===== src/rtl/scr_pkg.sv =====
package scr_pkg;

   typedef enum logic [1:0] {
      OP_DEV_WR   = 2'b00,
      OP_BCAST_WR = 2'b01,
      OP_DEV_RD   = 2'b10,
      OP_FORCE_RD = 2'b11
   } scr_op_e;

   localparam logic [3:0] FRAME_START = 4'b1100;
   localparam int         ID_FIELD_W  = 8;

endpackage


===== src/rtl/scr_frame_rx.sv =====
module scr_frame_rx
   import scr_pkg::*;
#(
   parameter int unsigned ADDR_W = 8,
   parameter int unsigned DATA_W = 8,
   parameter int unsigned ID_W   = 6
) (
   input  logic              rst,
   input  logic              sck,
   input  logic              cmd_in,
   output scr_op_e           op,
   output logic [ID_W-1:0]   id_fld,
   output logic [ADDR_W-1:0] addr_fld,
   output logic [DATA_W-1:0] data_fld,
   output logic              at_gap,
   output logic              at_data_end,
   output logic              at_last,
   output logic              in_data
);

   localparam int OP_POS    = 4;
   localparam int ID_POS    = OP_POS + 2;
   localparam int ADDR_POS  = ID_POS + ID_FIELD_W;
   localparam int GAP_POS   = ADDR_POS + int'(ADDR_W);
   localparam int DATA_POS  = GAP_POS + 1;
   localparam int DEND_POS  = DATA_POS + int'(DATA_W) - 1;
   localparam int LAST_POS  = DEND_POS + 1;
   localparam int FRAME_LEN = LAST_POS + 1;
   localparam int CNT_W     = $clog2(FRAME_LEN);

   localparam logic [CNT_W-1:0] C_OP   = CNT_W'(OP_POS);
   localparam logic [CNT_W-1:0] C_ID   = CNT_W'(ID_POS);
   localparam logic [CNT_W-1:0] C_ADDR = CNT_W'(ADDR_POS);
   localparam logic [CNT_W-1:0] C_GAP  = CNT_W'(GAP_POS);
   localparam logic [CNT_W-1:0] C_DATA = CNT_W'(DATA_POS);
   localparam logic [CNT_W-1:0] C_DEND = CNT_W'(DEND_POS);
   localparam logic [CNT_W-1:0] C_LAST = CNT_W'(LAST_POS);

   if (ID_W > ID_FIELD_W) begin : g_bad_id
      $error("scr_frame_rx: ID_W exceeds the identifier field");
   end

   logic             active;
   logic [CNT_W-1:0] cnt;
   logic [2:0]       hist;
   logic [3:0]       window;
   logic [1:0]       op_sr;

   assign window = {hist, cmd_in};

   always_ff @(negedge sck or posedge rst) begin
      if (rst) begin
         active   <= 1'b0;
         cnt      <= '0;
         hist     <= '0;
         op_sr    <= '0;
         id_fld   <= '0;
         addr_fld <= '0;
         data_fld <= '0;
      end else if (!active) begin
         if (window == FRAME_START) begin
            active <= 1'b1;
            cnt    <= C_OP;
            hist   <= '0;
         end else begin
            hist <= window[2:0];
         end
      end else begin
         if (cnt >= C_OP && cnt < C_ID)
            op_sr <= {op_sr[0], cmd_in};
         if (cnt >= C_ID && cnt < C_ADDR)
            id_fld <= {id_fld[ID_W-2:0], cmd_in};
         if (cnt >= C_ADDR && cnt < C_GAP)
            addr_fld <= {addr_fld[ADDR_W-2:0], cmd_in};
         if (cnt >= C_DATA && cnt <= C_DEND)
            data_fld <= {data_fld[DATA_W-2:0], cmd_in};
         if (cnt == C_LAST) begin
            active <= 1'b0;
            cnt    <= '0;
         end else begin
            cnt <= cnt + 1'b1;
         end
      end
   end

   assign op          = scr_op_e'(op_sr);
   assign at_gap      = active && (cnt == C_GAP);
   assign at_data_end = active && (cnt == C_DEND);
   assign at_last     = active && (cnt == C_LAST);
   assign in_data     = active && (cnt >= C_DATA) && (cnt <= C_DEND);

   // once inside a frame, the counter walks forward without restart
   a_r9_no_restart: assert property (@(negedge sck) disable iff (rst)
      (active && cnt != C_LAST) |=> (active && cnt == $past(cnt) + 1'b1));

   // the frame closes right after its last bit
   a_r1_frame_end: assert property (@(negedge sck) disable iff (rst)
      (active && cnt == C_LAST) |=> !active);

endmodule


===== src/rtl/scr_reg_bank.sv =====
module scr_reg_bank #(
   parameter int unsigned       ADDR_W   = 8,
   parameter int unsigned       DATA_W   = 8,
   parameter int unsigned       ID_W     = 6,
   parameter int unsigned       NUM_REGS = 16,
   parameter logic [ADDR_W-1:0] SID_ADDR = 8'hF0
) (
   input  logic              rst,
   input  logic              sck,
   input  logic              we,
   input  logic [ADDR_W-1:0] addr,
   input  logic [DATA_W-1:0] wdata,
   output logic [DATA_W-1:0] rdata,
   output logic [ID_W-1:0]   sid
);

   if (NUM_REGS < 1 || NUM_REGS > (1 << ADDR_W)) begin : g_bad_depth
      $error("scr_reg_bank: NUM_REGS out of range");
   end
   if (int'(SID_ADDR) < int'(NUM_REGS)) begin : g_bad_sid
      $error("scr_reg_bank: SID_ADDR overlaps the register bank");
   end
   if (ID_W > DATA_W) begin : g_bad_idw
      $error("scr_reg_bank: identifier wider than a register");
   end

   logic [DATA_W-1:0] mem [NUM_REGS];
   logic [DATA_W-1:0] sid_view;
   logic              sid_hit;

   assign sid_hit = (addr == SID_ADDR);

   always_ff @(negedge sck or posedge rst) begin
      if (rst) begin
         for (int i = 0; i < int'(NUM_REGS); i++) mem[i] <= '0;
         sid <= '0;
      end else if (we) begin
         for (int i = 0; i < int'(NUM_REGS); i++)
            if (addr == ADDR_W'(i)) mem[i] <= wdata;
         if (sid_hit) sid <= wdata[ID_W-1:0];
      end
   end

   if (ID_W < DATA_W) begin : g_sid_pad
      assign sid_view = {{(DATA_W-ID_W){1'b0}}, sid};
   end else begin : g_sid_full
      assign sid_view = sid;
   end

   always_comb begin
      rdata = '0;
      for (int i = 0; i < int'(NUM_REGS); i++)
         if (addr == ADDR_W'(i)) rdata = mem[i];
      if (sid_hit) rdata = sid_view;
   end

   // identifier changes only through a write aimed at its address
   a_r10_sid_hold: assert property (@(negedge sck) disable iff (rst)
      !(we && sid_hit) |=> $stable(sid));

   // addresses past the bank, other than the identifier, read zero
   a_r11_unimpl_zero: assert property (@(negedge sck) disable iff (rst)
      (int'(addr) >= int'(NUM_REGS) && !sid_hit) |-> (rdata == '0));

endmodule


===== src/rtl/scr_sdo_path.sv =====
module scr_sdo_path #(
   parameter int unsigned DATA_W = 8
) (
   input  logic              rst,
   input  logic              sck,
   input  logic              load,
   input  logic              drive_sel,
   input  logic [DATA_W-1:0] rdata,
   input  logic              stop,
   input  logic              sdi,
   output logic              sdo,
   output logic              drive,
   output logic              fwd
);

   logic [DATA_W-1:0] sr;

   always_ff @(negedge sck or posedge rst) begin
      if (rst) begin
         sr    <= '0;
         drive <= 1'b0;
         fwd   <= 1'b0;
      end else if (load) begin
         sr    <= rdata;
         drive <= drive_sel;
         fwd   <= !drive_sel;
      end else if (stop) begin
         sr    <= '0;
         drive <= 1'b0;
         fwd   <= 1'b0;
      end else if (drive) begin
         sr <= {sr[DATA_W-2:0], 1'b0};
      end
   end

   assign sdo = fwd ? sdi : (drive & sr[DATA_W-1]);

   // nothing leaves the output while no read window is open
   a_r8_idle_low: assert property (@(negedge sck) disable iff (rst)
      !(drive || fwd) |-> !sdo);

endmodule


===== src/rtl/scr_slave.sv =====
module scr_slave
   import scr_pkg::*;
#(
   parameter int unsigned ADDR_W   = 8,
   parameter int unsigned DATA_W   = 8,
   parameter int unsigned ID_W     = 6,
   parameter int unsigned NUM_REGS = 16,
   parameter logic [ADDR_W-1:0] SID_ADDR = 8'hF0
) (
   input  logic rst,
   input  logic sck,
   input  logic cmd_in,
   input  logic sdi,
   output logic sdo
);

   scr_op_e           op;
   logic [ID_W-1:0]   id_fld;
   logic [ID_W-1:0]   sid;
   logic [ADDR_W-1:0] addr_fld;
   logic [DATA_W-1:0] data_fld;
   logic [DATA_W-1:0] rdata;
   logic at_gap, at_data_end, at_last, in_data;
   logic id_match, is_read, all_devs, we, drive, fwd;

   scr_frame_rx #(.ADDR_W(ADDR_W), .DATA_W(DATA_W), .ID_W(ID_W)) u_rx (
      .rst(rst), .sck(sck), .cmd_in(cmd_in),
      .op(op), .id_fld(id_fld), .addr_fld(addr_fld), .data_fld(data_fld),
      .at_gap(at_gap), .at_data_end(at_data_end), .at_last(at_last),
      .in_data(in_data)
   );

   assign id_match = (id_fld == sid);
   assign is_read  = (op == OP_DEV_RD) || (op == OP_FORCE_RD);
   assign all_devs = (op == OP_BCAST_WR) || (op == OP_FORCE_RD);
   assign we       = at_last && !is_read && (all_devs || id_match);

   scr_reg_bank #(
      .ADDR_W(ADDR_W), .DATA_W(DATA_W), .ID_W(ID_W),
      .NUM_REGS(NUM_REGS), .SID_ADDR(SID_ADDR)
   ) u_bank (
      .rst(rst), .sck(sck), .we(we), .addr(addr_fld),
      .wdata(data_fld), .rdata(rdata), .sid(sid)
   );

   scr_sdo_path #(.DATA_W(DATA_W)) u_out (
      .rst(rst), .sck(sck),
      .load(at_gap && is_read), .drive_sel(all_devs || id_match),
      .rdata(rdata), .stop(at_data_end), .sdi(sdi),
      .sdo(sdo), .drive(drive), .fwd(fwd)
   );

   // output drive or forwarding only inside the frame's data cycles
   a_r5_window: assert property (@(negedge sck) disable iff (rst)
      (drive || fwd) |-> in_data);

   // forwarding copies the upstream input
   a_r7_forward: assert property (@(negedge sck) disable iff (rst)
      fwd |-> (sdo == sdi));

endmodule


===== config.mk =====
export PLATFORM = sky130hd
export DESIGN_NAME = scr_slave
export DESIGN_NICKNAME = d
export VERILOG_FILES = /design/src/rtl/scr_pkg.sv /design/src/rtl/scr_frame_rx.sv /design/src/rtl/scr_reg_bank.sv /design/src/rtl/scr_sdo_path.sv /design/src/rtl/scr_slave.sv
export SDC_FILE = /design/constraint.sdc
export NUM_CORES = 1
export LEC_CHECK = 0
export BUFFER_PORTS_ARGS = -buffer_cell sky130_fd_sc_hd__buf_2
export CAP_MARGIN = 25
export CORE_MARGIN = 8
export CORE_UTILIZATION = 35
export CTS_BUF_LIST = sky130_fd_sc_hd__clkbuf_4 sky130_fd_sc_hd__clkbuf_8 sky130_fd_sc_hd__clkbuf_16
export CTS_CLUSTER_SIZE = 40
export DETAILED_ROUTE_END_ITERATION = 12
export PLACE_DENSITY = 0.52
export REMOVE_ABC_BUFFERS = 1
export SKIP_LAST_GASP = 1
export SYNTH_ARGS = -nofsm -noshare
export SYNTH_HDL_FRONTEND = slang
export SYNTH_SLANG_ARGS = --single-unit

===== constraint.sdc =====
create_clock -name sck -period 7.1 [get_ports sck]
set_input_delay 0.355 -clock sck [delete_from_list [all_inputs] [get_ports sck]]
set_output_delay 0.355 -clock sck [all_outputs]
set_load 0.02 [all_outputs]

==> run_results.csv <==
group,metric,value,unit
die,placement_rows,58,
placed_design,post-dp-hpwl,15260,um
clock_network,cts_htree_levels,4,
timing,final-max-slew-violation-count,0,
route,postRouteWirelength,23590,um
logic_synthesis,synthMuxAreaShare,0.2295,
die,fp.dieH,174.1,um
clock_network,cts-root-buf,"sky130_fd_sc_hd__clkbuf_16",
logic_synthesis,sequential_share_of_the_synthesized_area,0.5066,
min_path,worstHoldPathType,"reg -> reg",
layout,syn_to_final_growth,10.27,%
clock_network,cts_buffers,17,
timing,hold_violations,0,
outcome,run_status,"finished clean",
logic_synthesis,synth_top_family_by_area,"multiplexers",
timing,max_slew.worst_pin.slew,957.3,ps
setup_path,end_kind,"output pin",
clock_network,clock_sink_count,177,
clock_network,post-cts-setup-buffers,0,
clock_network,cts_repair_resize_count,0,
die,die-area,0.03030,mm^2
die,ioPinCount,5,
logic_synthesis,netlist_top_cells_area,"sky130_fd_sc_hd__dfrtn_1 51%, sky130_fd_sc_hd__mux2_2 20%, sky130_fd_sc_hd__nor3_4 2.4%, sky130_fd_sc_hd__o21ai_0 2.0%, sky130_fd_sc_hd__nand2_1 1.8%",
logic_synthesis,flop_and_latch_count_out_of_synthesis,177,
setup_path,crit_path_start_kind,"flop",
setup_path,critical_path_required,6740,ps
grt,grt_overflow_total,0,
power_and_ir_drop,vdd_ir_drop_max,0.0001514,V
clock_network,cts_tree,"yes",
logic_synthesis,synthesis.yosys.warnings,0,
placed_design,buffer_ports.inserted,4,
layout,final_cell_area,0.009642,mm^2
timing,grt_setup_unrepaired,"false",
die,core_area,0.02482,mm^2
route,dr.first_iter.drc_count,440,
placed_design,gp_congestion,0.8199,
logic_synthesis,post_synthesis_compound_gate_area_fraction,0.1146,
timing,final.setup_skew,8.021,ps
logic_synthesis,synth-xor-area-share,0.008014,
grt,grt_pass1_vias,6189,
placed_design,dpl-instance-area,0.009051,mm^2
setup_path,timing_worst_setup_path_type,"reg -> out",
logic_synthesis,synthAdderAreaFrac,0.004293,
timing,fin_tns_setup,0,ps
clock_network,clock_insertion_delay_worst_skew,410,ps
layout,fin_nets,713,
logic_synthesis,synthSimpleGateAreaFrac,0.1116,
power_and_ir_drop,power_density,339.3,mW/mm^2
grt,number_of_antenna_violations_at_the_first_check_in_global_routing,0,
route,wl_per_cell,22.49,um
route,drt_drc_violations_left,0,
logic_synthesis,synth_cell_types,64,
setup_path,critical_path.max_fanout,5,
grt,wire_length_of_the_first_global_routing_pass,37690,um
clock_network,clk_pin_slew,50,ps
route,route.detailed.vias_per_inst,5.747,
layout,fin_cells,1049,
die,floorplan.die.width,174.1,um
die,effective_utilization_at_floorplan,0.3523,
timing,timing.final.setup_violations,0,
timing,max-slew-margin-rel,0.3618,
logic_synthesis,post-synth-top-area-fraction,0.5066,
route,via_count,6029,
clock_network,hold_bufs_inserted_after_cts,0,
placed_design,dp_cells,1017,
power_and_ir_drop,p_leak,4.325,nW
logic_synthesis,ys_dominant_reg_cell,"sky130_fd_sc_hd__dfrtn_1",
layout,fillCellCount,2364,
layout,antenna_cells_inserted,0,
logic_synthesis,synthesis.instances,726,
logic_synthesis,synth_async_sr_flop_share,1.000,
logic_synthesis,syn_avg_cell_area,12.04,um^2
run,drv_cap,0,
logic_synthesis,synth_enable_flop_cells,0,
route,drt_pass1_iterations,5,
setup_path,critical_path_arrival,4820,ps
logic_synthesis,yosys.area.top_type,"sky130_fd_sc_hd__dfrtn_1",
layout,final_layout_size_suffix_gt1_frac,0.3227,
layout,fin_util,0.3885,
clock_network,clockBufferDepth,2,
grt,all_layer_global_routing_usage,0.1601,
grt,pin_count_of_the_biggest_net_entering_global_routing,127,
logic_synthesis,post_synth_instance_area,0.008743,mm^2
route,drt.antenna.violating_nets,0,
[registers in the layout, summed over array words and instances (netlist names), 3 cells and up]
register / count
u_rx.hist: 3
u_rx.id_fld: 6
u_out.sr: 8
u_rx.data_fld: 8
u_rx.cnt: 5
u_bank.mem: 128
u_rx.addr_fld: 8
u_bank.sid: 6
[cells in the final DEF, fill, tap and decap left out, types with 4 or more instances in the layout]
cell,netlist,layout
sky130_fd_sc_hd__a22oi_1,7,7
sky130_fd_sc_hd__a31oi_1,7,7
sky130_fd_sc_hd__nor3_4,13,13
sky130_fd_sc_hd__inv_1,5,4
sky130_fd_sc_hd__dfrtn_1,177,177
sky130_fd_sc_hd__nor2b_1,8,8
sky130_fd_sc_hd__nand2_1,43,43
sky130_fd_sc_hd__mux2i_1,7,7
sky130_fd_sc_hd__o32ai_1,5,5
sky130_fd_sc_hd__nand2b_1,8,8
sky130_fd_sc_hd__a21oi_1,19,19
sky130_fd_sc_hd__mux4_2,5,5
sky130_fd_sc_hd__clkbuf_16,0,17
sky130_fd_sc_hd__a211oi_1,8,8
sky130_fd_sc_hd__o2bb2ai_1,5,5
sky130_fd_sc_hd__nor3_1,12,12
sky130_fd_sc_hd__o221ai_1,8,8
sky130_fd_sc_hd__nand3_1,13,13
sky130_fd_sc_hd__xor2_1,5,5
sky130_fd_sc_hd__a2bb2oi_1,4,4
sky130_fd_sc_hd__inv_6,0,6
sky130_fd_sc_hd__o22ai_1,13,13
sky130_fd_sc_hd__a32oi_1,5,5
sky130_fd_sc_hd__o21ai_0,35,35
sky130_fd_sc_hd__buf_4,1,7
sky130_fd_sc_hd__nor2_1,31,31
sky130_fd_sc_hd__mux2_2,159,159
sky130_fd_sc_hd__a22o_1,5,5
sky130_fd_sc_hd__buf_2,0,4
sky130_fd_sc_hd__nand3b_1,4,4
[cell type report]
type	count	area (um^2)	share of cell area
Sequential cell	177	4429	0.4594
Multi-Input combinational cell	493	4093	0.4245
Clock buffer	17	425.4	0.04412
Tap cell	330	412.9	0.04282
Clock inverter	15	165.2	0.01713
Timing Repair Buffer	12	92.59	0.009603
Inverter	5	23.77	0.002466
[power by group]
group	total, mW	switching (mW)	internal, mW	leakage (nW)
clock network	0.943	0.443	0.500	0.284
logic	0.961	0.631	0.330	1.63
registers	1.37	0.251	1.12	2.41
total	3.27	1.32	1.95	4.33
[path summary, 6_finish.rpt]
path                              startpoint              to  slack [ps]  depth (start not counted)
worst min-delay path            u_rx.hist[2]    u_rx.hist[2]         440                          2
worst max register to register   u_rx.cnt[1]   u_bank.mem[5]        3990                          8
min in group asynchronous                rst     u_rx.cnt[0]        3410                          2
max in group asynchronous                rst  u_bank.mem[78]        2600                          3
worst max-delay path             u_out.drive             sdo        1930                          3
worst min register to register  u_rx.hist[2]    u_rx.hist[2]         440                          2
[kinds of logic after synthesis]
family	Yosys count
multiplexers	174
AO/OA/AOI/OAI	146
XOR/XNOR	8
buffers and inverters	56
adder cells (fa/ha/maj)	3
flip-flops	177
AND/OR/NAND/NOR	162
[synthesized netlist by cell type (4+ instances only)]
cell type,n
sky130_fd_sc_hd__a211oi_1,8
sky130_fd_sc_hd__nor3_4,13
sky130_fd_sc_hd__a22oi_1,7
sky130_fd_sc_hd__nand3_1,13
sky130_fd_sc_hd__nand2_1,43
sky130_fd_sc_hd__nand3b_1,4
sky130_fd_sc_hd__o21ai_0,35
sky130_fd_sc_hd__mux2_2,159
sky130_fd_sc_hd__a22o_1,5
sky130_fd_sc_hd__o32ai_1,5
sky130_fd_sc_hd__nand2b_1,8
sky130_fd_sc_hd__xor2_1,5
sky130_fd_sc_hd__buf_1,19
sky130_fd_sc_hd__inv_1,5
sky130_fd_sc_hd__dfrtn_1,177
sky130_fd_sc_hd__nor2b_1,8
sky130_fd_sc_hd__a32oi_1,5
sky130_fd_sc_hd__mux4_2,5
sky130_fd_sc_hd__o221ai_1,8
sky130_fd_sc_hd__nor3_1,12
sky130_fd_sc_hd__a31oi_1,7
sky130_fd_sc_hd__clkbuf_1,30
sky130_fd_sc_hd__o2bb2ai_1,5
sky130_fd_sc_hd__o22ai_1,13
sky130_fd_sc_hd__a21oi_1,19
sky130_fd_sc_hd__nor2_1,31
sky130_fd_sc_hd__a2bb2oi_1,4
sky130_fd_sc_hd__mux2i_1,7
[critical path, stage by stage (launching register included)]
cell	delay (ps)
sky130_fd_sc_hd__dfrtn_1	460
sky130_fd_sc_hd__nand2_1	70
sky130_fd_sc_hd__o21ai_0	150
sky130_fd_sc_hd__buf_2	190
[stage by stage]
stage	setup slack (ps)	power [mW]	hold slack [ps]
after floorplan	-1426	1.928	410.6
after global placement	2154	2.312	428.0
after detailed placement	2121	2.327	434.4
after CTS	1927	3.278	436.2
after global routing	1860	3.427	449.1
final	1927	3.272	436.5
[routing by layer]
layer	GRT usage	part of all wire
met1	0.2114	0.45
met2	0.2536	0.48
met3	0.03580	0.045
met4	0.05843	0.027
met5	0	0
Note: power is estimated with default switching activity, not from simulation.
